<file path="config.mk">
export PLATFORM = sky130hd
export DESIGN_NAME = gpio7_port
export DESIGN_NICKNAME = d
export VERILOG_FILES = /design/src/rtl/gpio7_pkg.sv /design/src/rtl/gpio7_sync.sv /design/src/rtl/gpio7_regs.sv /design/src/rtl/gpio7_pad.sv /design/src/rtl/gpio7_port.sv
export SDC_FILE = /design/constraint.sdc
export NUM_CORES = 1
export LEC_CHECK = 0
export ABC_AREA = 1
export BUFFER_PORTS_ARGS = -buffer_cell sky130_fd_sc_hd__buf_2
export CELL_PAD_IN_SITES_DETAIL_PLACEMENT = 0
export CELL_PAD_IN_SITES_GLOBAL_PLACEMENT = 1
export CORE_MARGIN = 2
export CORE_UTILIZATION = 32
export DETAILED_ROUTE_END_ITERATION = 6
export PLACE_DENSITY_LB_ADDON = 0.1
export SYNTH_ARGS = -nofsm -noshare
export SYNTH_HDL_FRONTEND = slang
export SYNTH_SLANG_ARGS = --single-unit
</file>
<file path="constraint.sdc">
create_clock -name clk -period 1 [get_ports clk]
set_input_delay 0.05 -clock clk [delete_from_list [all_inputs] [get_ports clk]]
set_output_delay 0.05 -clock clk [all_outputs]
set_load 0.02 [all_outputs]
</file>
<file path="src/rtl/gpio7_pkg.sv">
package gpio7_pkg;
    localparam int PW          = 7;
    localparam int AW          = 2;
    localparam int OD_BIT      = 4;
    localparam int SYNC_STAGES = 2;

    typedef logic [PW-1:0] pvec_t;

    typedef enum logic [AW-1:0] {
        ADR_PORT  = 2'd0,
        ADR_LATCH = 2'd1,
        ADR_DIR   = 2'd2,
        ADR_NONE  = 2'd3
    } adr_e;

    typedef struct packed {
        pvec_t lat;
        pvec_t dir;
    } regs_t;

    typedef struct packed {
        pvec_t val;
        pvec_t oe;
    } drv_t;

    function automatic pvec_t od_mask();
        pvec_t m;
        m = '0;
        m[OD_BIT] = 1'b1;
        return m;
    endfunction
endpackage

</file>
<file path="src/rtl/gpio7_sync.sv">
module gpio7_sync #(
    parameter int W      = 7,
    parameter int STAGES = 2
) (
    input  logic         clk,
    input  logic         rst,
    input  logic [W-1:0] d,
    output logic [W-1:0] q
);
    logic [W-1:0] stg [STAGES];

    always_ff @(posedge clk) begin
        if (rst) begin
            for (int k = 0; k < STAGES; k++) stg[k] <= '0;
        end else begin
            stg[0] <= d;
            for (int k = 1; k < STAGES; k++) stg[k] <= stg[k-1];
        end
    end

    assign q = stg[STAGES-1];
endmodule

</file>
<file path="src/rtl/gpio7_regs.sv">
module gpio7_regs
    import gpio7_pkg::*;
(
    input  logic          clk,
    input  logic          rst,
    input  logic          we,
    input  logic [AW-1:0] addr,
    input  pvec_t         wdata,
    input  pvec_t         pins_sync,
    input  pvec_t         ana,
    output pvec_t         rdata,
    output regs_t         regs
);
    adr_e  sel;
    regs_t r_q;

    assign sel = adr_e'(addr);

    always_ff @(posedge clk) begin
        if (rst) begin
            r_q.lat <= '0;
            r_q.dir <= '1;
        end else if (we) begin
            case (sel)
                ADR_PORT, ADR_LATCH: r_q.lat <= wdata;
                ADR_DIR:             r_q.dir <= wdata;
                default:             ;
            endcase
        end
    end

    always_comb begin
        case (sel)
            ADR_PORT:  rdata = pins_sync & ~ana;
            ADR_LATCH: rdata = r_q.lat;
            ADR_DIR:   rdata = r_q.dir;
            default:   rdata = '0;
        endcase
    end

    assign regs = r_q;
endmodule

</file>
<file path="src/rtl/gpio7_pad.sv">
module gpio7_pad
    import gpio7_pkg::*;
(
    input  regs_t regs,
    input  logic  ovr_en,
    input  logic  ovr_val,
    output drv_t  drv
);
    for (genvar i = 0; i < PW; i++) begin : g_bit
        if (i == OD_BIT) begin : g_od
            always_comb begin
                if (ovr_en) begin
                    drv.val[i] = ovr_val;
                    drv.oe[i]  = ~ovr_val;
                end else begin
                    drv.val[i] = regs.lat[i];
                    drv.oe[i]  = ~regs.dir[i] & ~regs.lat[i];
                end
            end
        end else begin : g_pp
            always_comb begin
                drv.val[i] = regs.lat[i];
                drv.oe[i]  = ~regs.dir[i];
            end
        end
    end
endmodule

</file>
<file path="src/rtl/gpio7_port.sv">
module gpio7_port
    import gpio7_pkg::*;
(
    input  logic       clk,
    input  logic       rst,
    input  logic [1:0] bus_addr,
    input  logic       bus_we,
    input  logic [6:0] bus_wdata,
    output logic [6:0] bus_rdata,
    input  logic [6:0] pin_in,
    output logic [6:0] pin_out,
    output logic [6:0] pin_oe,
    input  logic [6:0] ana_sel,
    input  logic       ovr_en,
    input  logic       ovr_val,
    output logic       periph_clk
);
    pvec_t pins_sync;
    regs_t regs;
    drv_t  drv;

    gpio7_sync #(.W(PW), .STAGES(SYNC_STAGES)) u_sync (
        .clk (clk),
        .rst (rst),
        .d   (pin_in),
        .q   (pins_sync)
    );

    gpio7_regs u_regs (
        .clk       (clk),
        .rst       (rst),
        .we        (bus_we),
        .addr      (bus_addr),
        .wdata     (bus_wdata),
        .pins_sync (pins_sync),
        .ana       (ana_sel),
        .rdata     (bus_rdata),
        .regs      (regs)
    );

    gpio7_pad u_pad (
        .regs    (regs),
        .ovr_en  (ovr_en),
        .ovr_val (ovr_val),
        .drv     (drv)
    );

    assign pin_out    = drv.val;
    assign pin_oe     = drv.oe;
    assign periph_clk = pins_sync[OD_BIT];
endmodule

</file>
==> impl_metrics.csv, run 1 <==
group,metric,value,unit
status,outcome,"finished with violations",
status,violations,"setup timing",
clocking,clk_pin_slew,0.10,ns
cells_and_area,regArea,579,µm²
global_route,grt_pass1_vias,1125,
placed_design,hpwl,2200,µm
critical_path,cp_cell_sequence,"inv_2 -> nand2_2 -> o21a_1 -> buf_6",
drt,drtPass1Iterations,4,
critical_path,arrival,0.98,ns
drt,drc_errors,0,
drt,wl_per_cell,10.4,µm
synthesis,yosys_warnings,0,
placed_design,gp_congestion,0.778,
cells_and_area,area_delta_synth_final,52.8,%
cells_and_area,instances_no_fill,282,
global_route,grt_pass1_wl,4890,µm
timing,setup_viol_count_final,1,
critical_path,endpoint_kind,"output port",
critical_path,worstRegToRegCells,3,
drt,vias,1225,
timing,clock_skew,0.000295,ns
clocking,cts_tree,"yes",
drt,drtIter0Drc,15,
cells_and_area,final_util,50.8,%
critical_path,cp_slowest_cell,"dfxtp_2",
cells_and_area,final_common_cell,"buf_2",
cells_and_area,final_cell_mix,"39 x buf_2, 32 x nor2_1, 30 x inv_1, 18 x nand2_1, 15 x dfxtp_2",
clocking,cts.sinks,28,
power,peakVddDrop,0.545,mV
cells_and_area,fill_cells,409,
clocking,clk_latency,0.27,ns
timing,finalCritPeriodShare,103,%
critical_path,timing.critical_path.buf_inv,2,
timing,hold_viol,0,
timing,slew_headroom,71.3,%
clocking,cts_buffers,3,
die,die_h,65.4,µm
die,core,0.00363,mm²
placed_design,dp_cells,268,
cells_and_area,multi_input_area,528,µm²
global_route,grt_max_degree,17,
clocking,root_buffer,"clkbuf_8",
timing,fin_ws,-0.0265,ns
timing,worst_pin_slew,0.430,ns
global_route,gr-total-overflow,0,
timing,min_period,1.03,ns
synthesis,synth_seq_cells,28,
cells_and_area,antennaDiodeCount,0,
die,start_util,33.2,%
synthesis,ys_types,15,
synthesis,synth-seq-area-share,46.4,%
power,p_per_area,1420,mW/mm²
critical_path,path_class,"reg2out",
drt,wl_met3,144,µm
synthesis,syn_nets,199,
synthesis,synth_cells,171,
critical_path,worstSetupStartpointType,"flop",
synthesis,synth_area,0.00121,mm²
die,placementRows,22,
power,leakagePower,1.03,nW
die,die_area,0.00428,mm²
drt,route.met2.wl,1490,µm
critical_path,crit_family,"flip-flops",
cells_and_area,layout-drive-gt1-share,45.3,%
drt,vias_per_cell,4.34,
flow_run,maxCapViolCount,0,
power,p_total,2.62,mW
clocking,cts_max_level,1,
global_route,grt_usage,14.8,%
critical_path,cp.required,0.95,ns
min_path,whs_path_depth,3,
min_path,hold_path_class,"in2reg",
drt,drt-met1-wl,1270,µm
die,chipWidth,65.4,µm
drt,dr.max_layer_used,"met4",
global_route,antenna_found_initial,0,
drt,drt-total-wl,2930,µm
timing,rsz0062_at_grt,"yes",
cells_and_area,finalNetCount,263,
placed_design,port_buffers,49,
critical_path,crit_fanout,3,
synthesis,avgSynthCellArea,7.06,µm²
critical_path,cp_slowest_stage_delay,0.36,ns
die,io_pins,50,
timing,slew_viol_final,0,
drt,ant_nets,0,
timing,clock.fmax,974,MHz
clocking,clockBufferDepth,2,
critical_path,cp.depth,4,
## state kept, by name, summed over array words and instances (netlist names)
register     cells
u_regs.regs     14
u_sync.stg      14
## path summary, 6_finish.rpt
path | to | slack, ns | from
worst max-delay path | pin_out[4] | -0.03 | u_regs.regs[11]
worst min-delay path | u_regs.regs[0] | 0.05 | bus_wdata[0]
worst max register to register | u_regs.regs[5] | 0.30 | u_regs.regs[5]
worst min register to register | u_sync.stg[0][11] | 0.41 | u_sync.stg[0][4]
## what timing repair did
action,in CTS,in global routing
hold endpoints to repair,7,0
hold buffers,7,0
resized for setup,14,44
buffers inserted,0,3
pin swaps,0,3
setup endpoints to repair,7,9
## area by class of cell
cell class | instances | share of cell area [%]
well taps | 48 | 3.25
repair buffers | 70 | 26.2
multi-input cells | 99 | 28.6
inverters | 33 | 6.71
flip-flops and latches | 28 | 31.4
clock inverters | 1 | 1.63
clock buffers | 3 | 2.24
## logic make-up (layout without fill, tap and decap cells)
group	Yosys count	in the layout	synth area share [%]
flip-flops	28	28	46.4
AO/OA/AOI/OAI	2	2	1.14
AND/OR/NAND/NOR	97	97	36.1
buffers and inverters	44	107	16.4
## synth_stat cells
cell,number,area (µm²)
inv_1,32,120
nor2_1,32,120
nand2_1,29,109
dfxtp_1,28,561
nand3_1,22,110
nand3b_1,7,52.6
nand4_1,7,43.8
buf_4,6,45.0
clkbuf_1,2,7.51
buf_2,1,5.00
buf_6,1,11.3
clkbuf_2,1,5.00
inv_2,1,3.75
o21a_1,1,7.51
o22ai_1,1,6.26
## where the power goes
part / leakage, nW / total, mW / internal, mW / switching, mW
clock: 0.0357 / 0.896 / 0.536 / 0.360
sequential: 0.231 / 1.22 / 1.18 / 0.0355
combinational: 0.761 / 0.512 / 0.244 / 0.268
## worst register-to-register path: cells and delay by family, from the launching register on
family / cells / cell delay [ns]
buf+inv: 1 / 0.13
flops: 1 / 0.34
simple gates: 2 / 0.12
## layer usage
layer / track usage [%] / up-vias
met4: 5.47 / 0
met3: 2.05 / 2
met1: 18.5 / 544
li1: - / 646
met5: 0 / -
met2: 25.8 / 33
## through the flow
step	hold WS, ns	instance area, µm²	setup TNS [ns]	setup WS (ns)
2_1_floorplan	0.121	1210	0	0.215
3_3_place_gp	0.248	1520	0	0.0629
3_5_place_dp	0.259	1520	0	0.0411
4_1_cts	0.0372	1690	-0.0953	-0.0504
5_1_grt	0.0486	1850	-0.224	-0.105
6_report	0.0465	1850	-0.0265	-0.0265
(Power assumes the default switching activity.)
==> run 2, diff against run 1 <==
--- a/config.mk
+++ b/config.mk
@@ -7,12 +7,14 @@
 export LEC_CHECK = 0
 export ABC_AREA = 1
 export BUFFER_PORTS_ARGS = -buffer_cell sky130_fd_sc_hd__buf_2
+export CAP_MARGIN = 20
 export CELL_PAD_IN_SITES_DETAIL_PLACEMENT = 0
 export CELL_PAD_IN_SITES_GLOBAL_PLACEMENT = 1
 export CORE_MARGIN = 2
 export CORE_UTILIZATION = 32
 export DETAILED_ROUTE_END_ITERATION = 6
 export PLACE_DENSITY_LB_ADDON = 0.1
+export SETUP_SLACK_MARGIN = 0.5
 export SYNTH_ARGS = -nofsm -noshare
 export SYNTH_HDL_FRONTEND = slang
 export SYNTH_SLANG_ARGS = --single-unit
==> constraint.sdc (replaced) <==
create_clock -name clk -period 1 [get_ports clk]
set_input_delay 0.05 -clock clk [delete_from_list [all_inputs] [get_ports clk]]
set_output_delay 0.05 -clock clk [all_outputs]
set_load 0.005 [all_outputs]
==> run 2 against run 1 <==
  * The flow finishes with violations (hold timing)
  * Clock power decreased by 0.9%
  * Worst hold slack lost 0.082 ns
  * Global-route usage is 0.54 points lower
  * Via count shrank 3.8%
  * Clock skew about the same
  * Sequential cell count stayed put
  * First-iteration DRC count rose by 47%
  * Count of clock-buffer cells in the layout is the same
  * Die area is the same
  * Sequential power is essentially flat
  * Core utilization rose by 0.86 points
  * Cell count is 2.8% lower
  * Critical endpoint is now pin_oe[4]
  * Largest cell class unchanged
  * Largest power group unchanged
==> impl_metrics.csv, run 2 (synthesis gave the netlist of run 1 again) <==
group,metric,value,unit
timing,worst_pin_slew,0.320,ns
critical_path,endpoint_kind,"output port",
global_route,antenna_found_initial,0,
timing,hold_viol,7,
drt,ant_nets,0,
global_route,grt_pass1_vias,1067,
power,leakagePower,0.977,nW
die,chipWidth,65.4,µm
critical_path,timing.rr.start,"u_regs.regs[5]",
status,outcome,"finished with violations",
timing,clock_skew,0.000201,ns
power,peakVddDrop,0.590,mV
global_route,gr-total-overflow,0,
drt,drc_errors,0,
drt,vias,1178,
critical_path,crit_family,"flip-flops",
critical_path,timing.critical_path.buf_inv,2,
drt,vias_per_cell,4.30,
global_route,grt_pass1_wl,4680,µm
die,io_pins,50,
power,p_total,2.57,mW
min_path,hold_path_end,"u_sync.stg[0][1]",
cells_and_area,finalNetCount,255,
min_path,hold_path_class,"in2reg",
timing,min_period,0.990,ns
flow_run,maxCapViolCount,0,
clocking,cts_tree,"yes",
timing,rsz0062_at_grt,"yes",
timing,finalHoldWorstSlack,-0.0351,ns
cells_and_area,final_cell_mix,"38 x buf_2, 25 x nor2_1, 21 x nand2_1, 20 x inv_1, 19 x buf_6",
critical_path,crit_fanout,3,
timing,clock.fmax,1010,MHz
cells_and_area,regArea,587,µm²
drt,drt-total-wl,3030,µm
critical_path,cp_slowest_cell,"dfxtp_2",
clocking,clockBufferDepth,2,
critical_path,cp.required,0.95,ns
min_path,hold_start,"pin_in[1]",
power,p_per_area,1370,mW/mm²
timing,setup_viol_count_final,0,
critical_path,cp_slowest_stage_delay,0.34,ns
die,start_util,33.2,%
die,die_area,0.00428,mm²
cells_and_area,layout-drive-gt1-share,54.4,%
timing,slew_headroom,78.6,%
cells_and_area,antennaDiodeCount,0,
timing,slew_viol_final,0,
critical_path,worstSetupStartpointType,"flop",
clocking,cts_max_level,1,
clocking,cts_buffers,3,
status,violations,"hold timing",
critical_path,cp_cell_sequence,"inv_2 -> nand2_2 -> o22ai_1 -> buf_2",
placed_design,hpwl,2220,µm
critical_path,arrival,0.94,ns
drt,wl_per_cell,11.1,µm
placed_design,port_buffers,49,
critical_path,worstRegToRegCells,4,
cells_and_area,fill_cells,386,
cells_and_area,multi_input_area,579,µm²
cells_and_area,area_delta_synth_final,55.4,%
timing,finalCritPeriodShare,99.0,%
critical_path,path_class,"reg2out",
die,die_h,65.4,µm
global_route,grt_max_degree,17,
clocking,root_buffer,"clkbuf_8",
clocking,clk_pin_slew,0.10,ns
clocking,clk_latency,0.27,ns
cells_and_area,final_util,51.7,%
die,core,0.00363,mm²
critical_path,reg2reg_slack,0.23,ns
drt,drtIter0Drc,22,
die,placementRows,22,
cells_and_area,final_common_cell,"buf_2",
min_path,whs_path_depth,3,
drt,drtPass1Iterations,4,
clocking,cts.sinks,28,
placed_design,gp_congestion,0.735,
global_route,grt_usage,14.3,%
critical_path,r2r-end,"u_regs.regs[5]",
-- run 2: cell type report --
type,instances,share of cell area (%)
inverters,33,6.93
multi-input cells,99,30.9
flip-flops and latches,28,31.3
clock buffers,3,2.20
repair buffers,62,23.9
clock inverters,1,1.60
well taps,48,3.20
-- run 2: worst min-delay path, delay by kind of cell --
family	cells	cell delay [ns]
buf+inv	2	0.13
simple gates	1	0.03
-- run 2: layer usage --
| layer | vias up | global-route usage (%) | part of all wire, % | wire length (µm) |
|---|---|---|---|---|
| li1 | 628 | - | - | - |
| met1 | 516 | 18.5 | 43 | 1320 |
| met2 | 32 | 24.0 | 50 | 1520 |
| met3 | 2 | 2.40 | 5.8 | 175 |
| met4 | 0 | 4.69 | 0.56 | 17 |
| met5 | - | 0 | 0 | 0 |
-- run 2: worst max path at each step --
stage                     slack (ns)  depth (start not counted)            start           end
after detailed placement        0.09                          6      bus_addr[0]  bus_rdata[0]
after CTS                      -0.01                          4  u_regs.regs[11]    pin_out[4]
final                           0.01                          4  u_regs.regs[11]     pin_oe[4]
after floorplan                 0.43                          3  u_regs.regs[11]    pin_out[4]
after global placement          0.11                          6      bus_addr[0]  bus_rdata[0]
after global routing           -0.06                          4  u_regs.regs[11]     pin_oe[4]
-- run 2: through the flow --
stage / cells / setup WS [ns] / setup TNS, ns / instance area, µm²
floorplan: 171 / 0.426 / 0 / 1290
global placement: 261 / 0.106 / 0 / 1520
detailed placement: 261 / 0.0884 / 0 / 1520
CTS: 268 / -0.0100 / -0.0100 / 1670
global route: 274 / -0.0649 / -0.111 / 1880
finish: 274 / 0.00989 / 0 / 1880
-- run 2: where the power goes --
| part | switching, mW | internal, mW | total, mW |
|---|---|---|---|
| Combinational | 0.220 | 0.237 | 0.458 |
| Sequential | 0.0392 | 1.18 | 1.22 |
| Clock | 0.352 | 0.536 | 0.888 |
| Total | 0.612 | 1.95 | 2.57 |
-- run 2: repair_timing --
action / 4_1_cts / 5_1_grt
setup endpoints to repair: 36 / 40
setup buffers: 3 / 6
hold endpoints to repair: 7 / 6
pin swaps: 21 / 6
resized for setup: 23 / 48
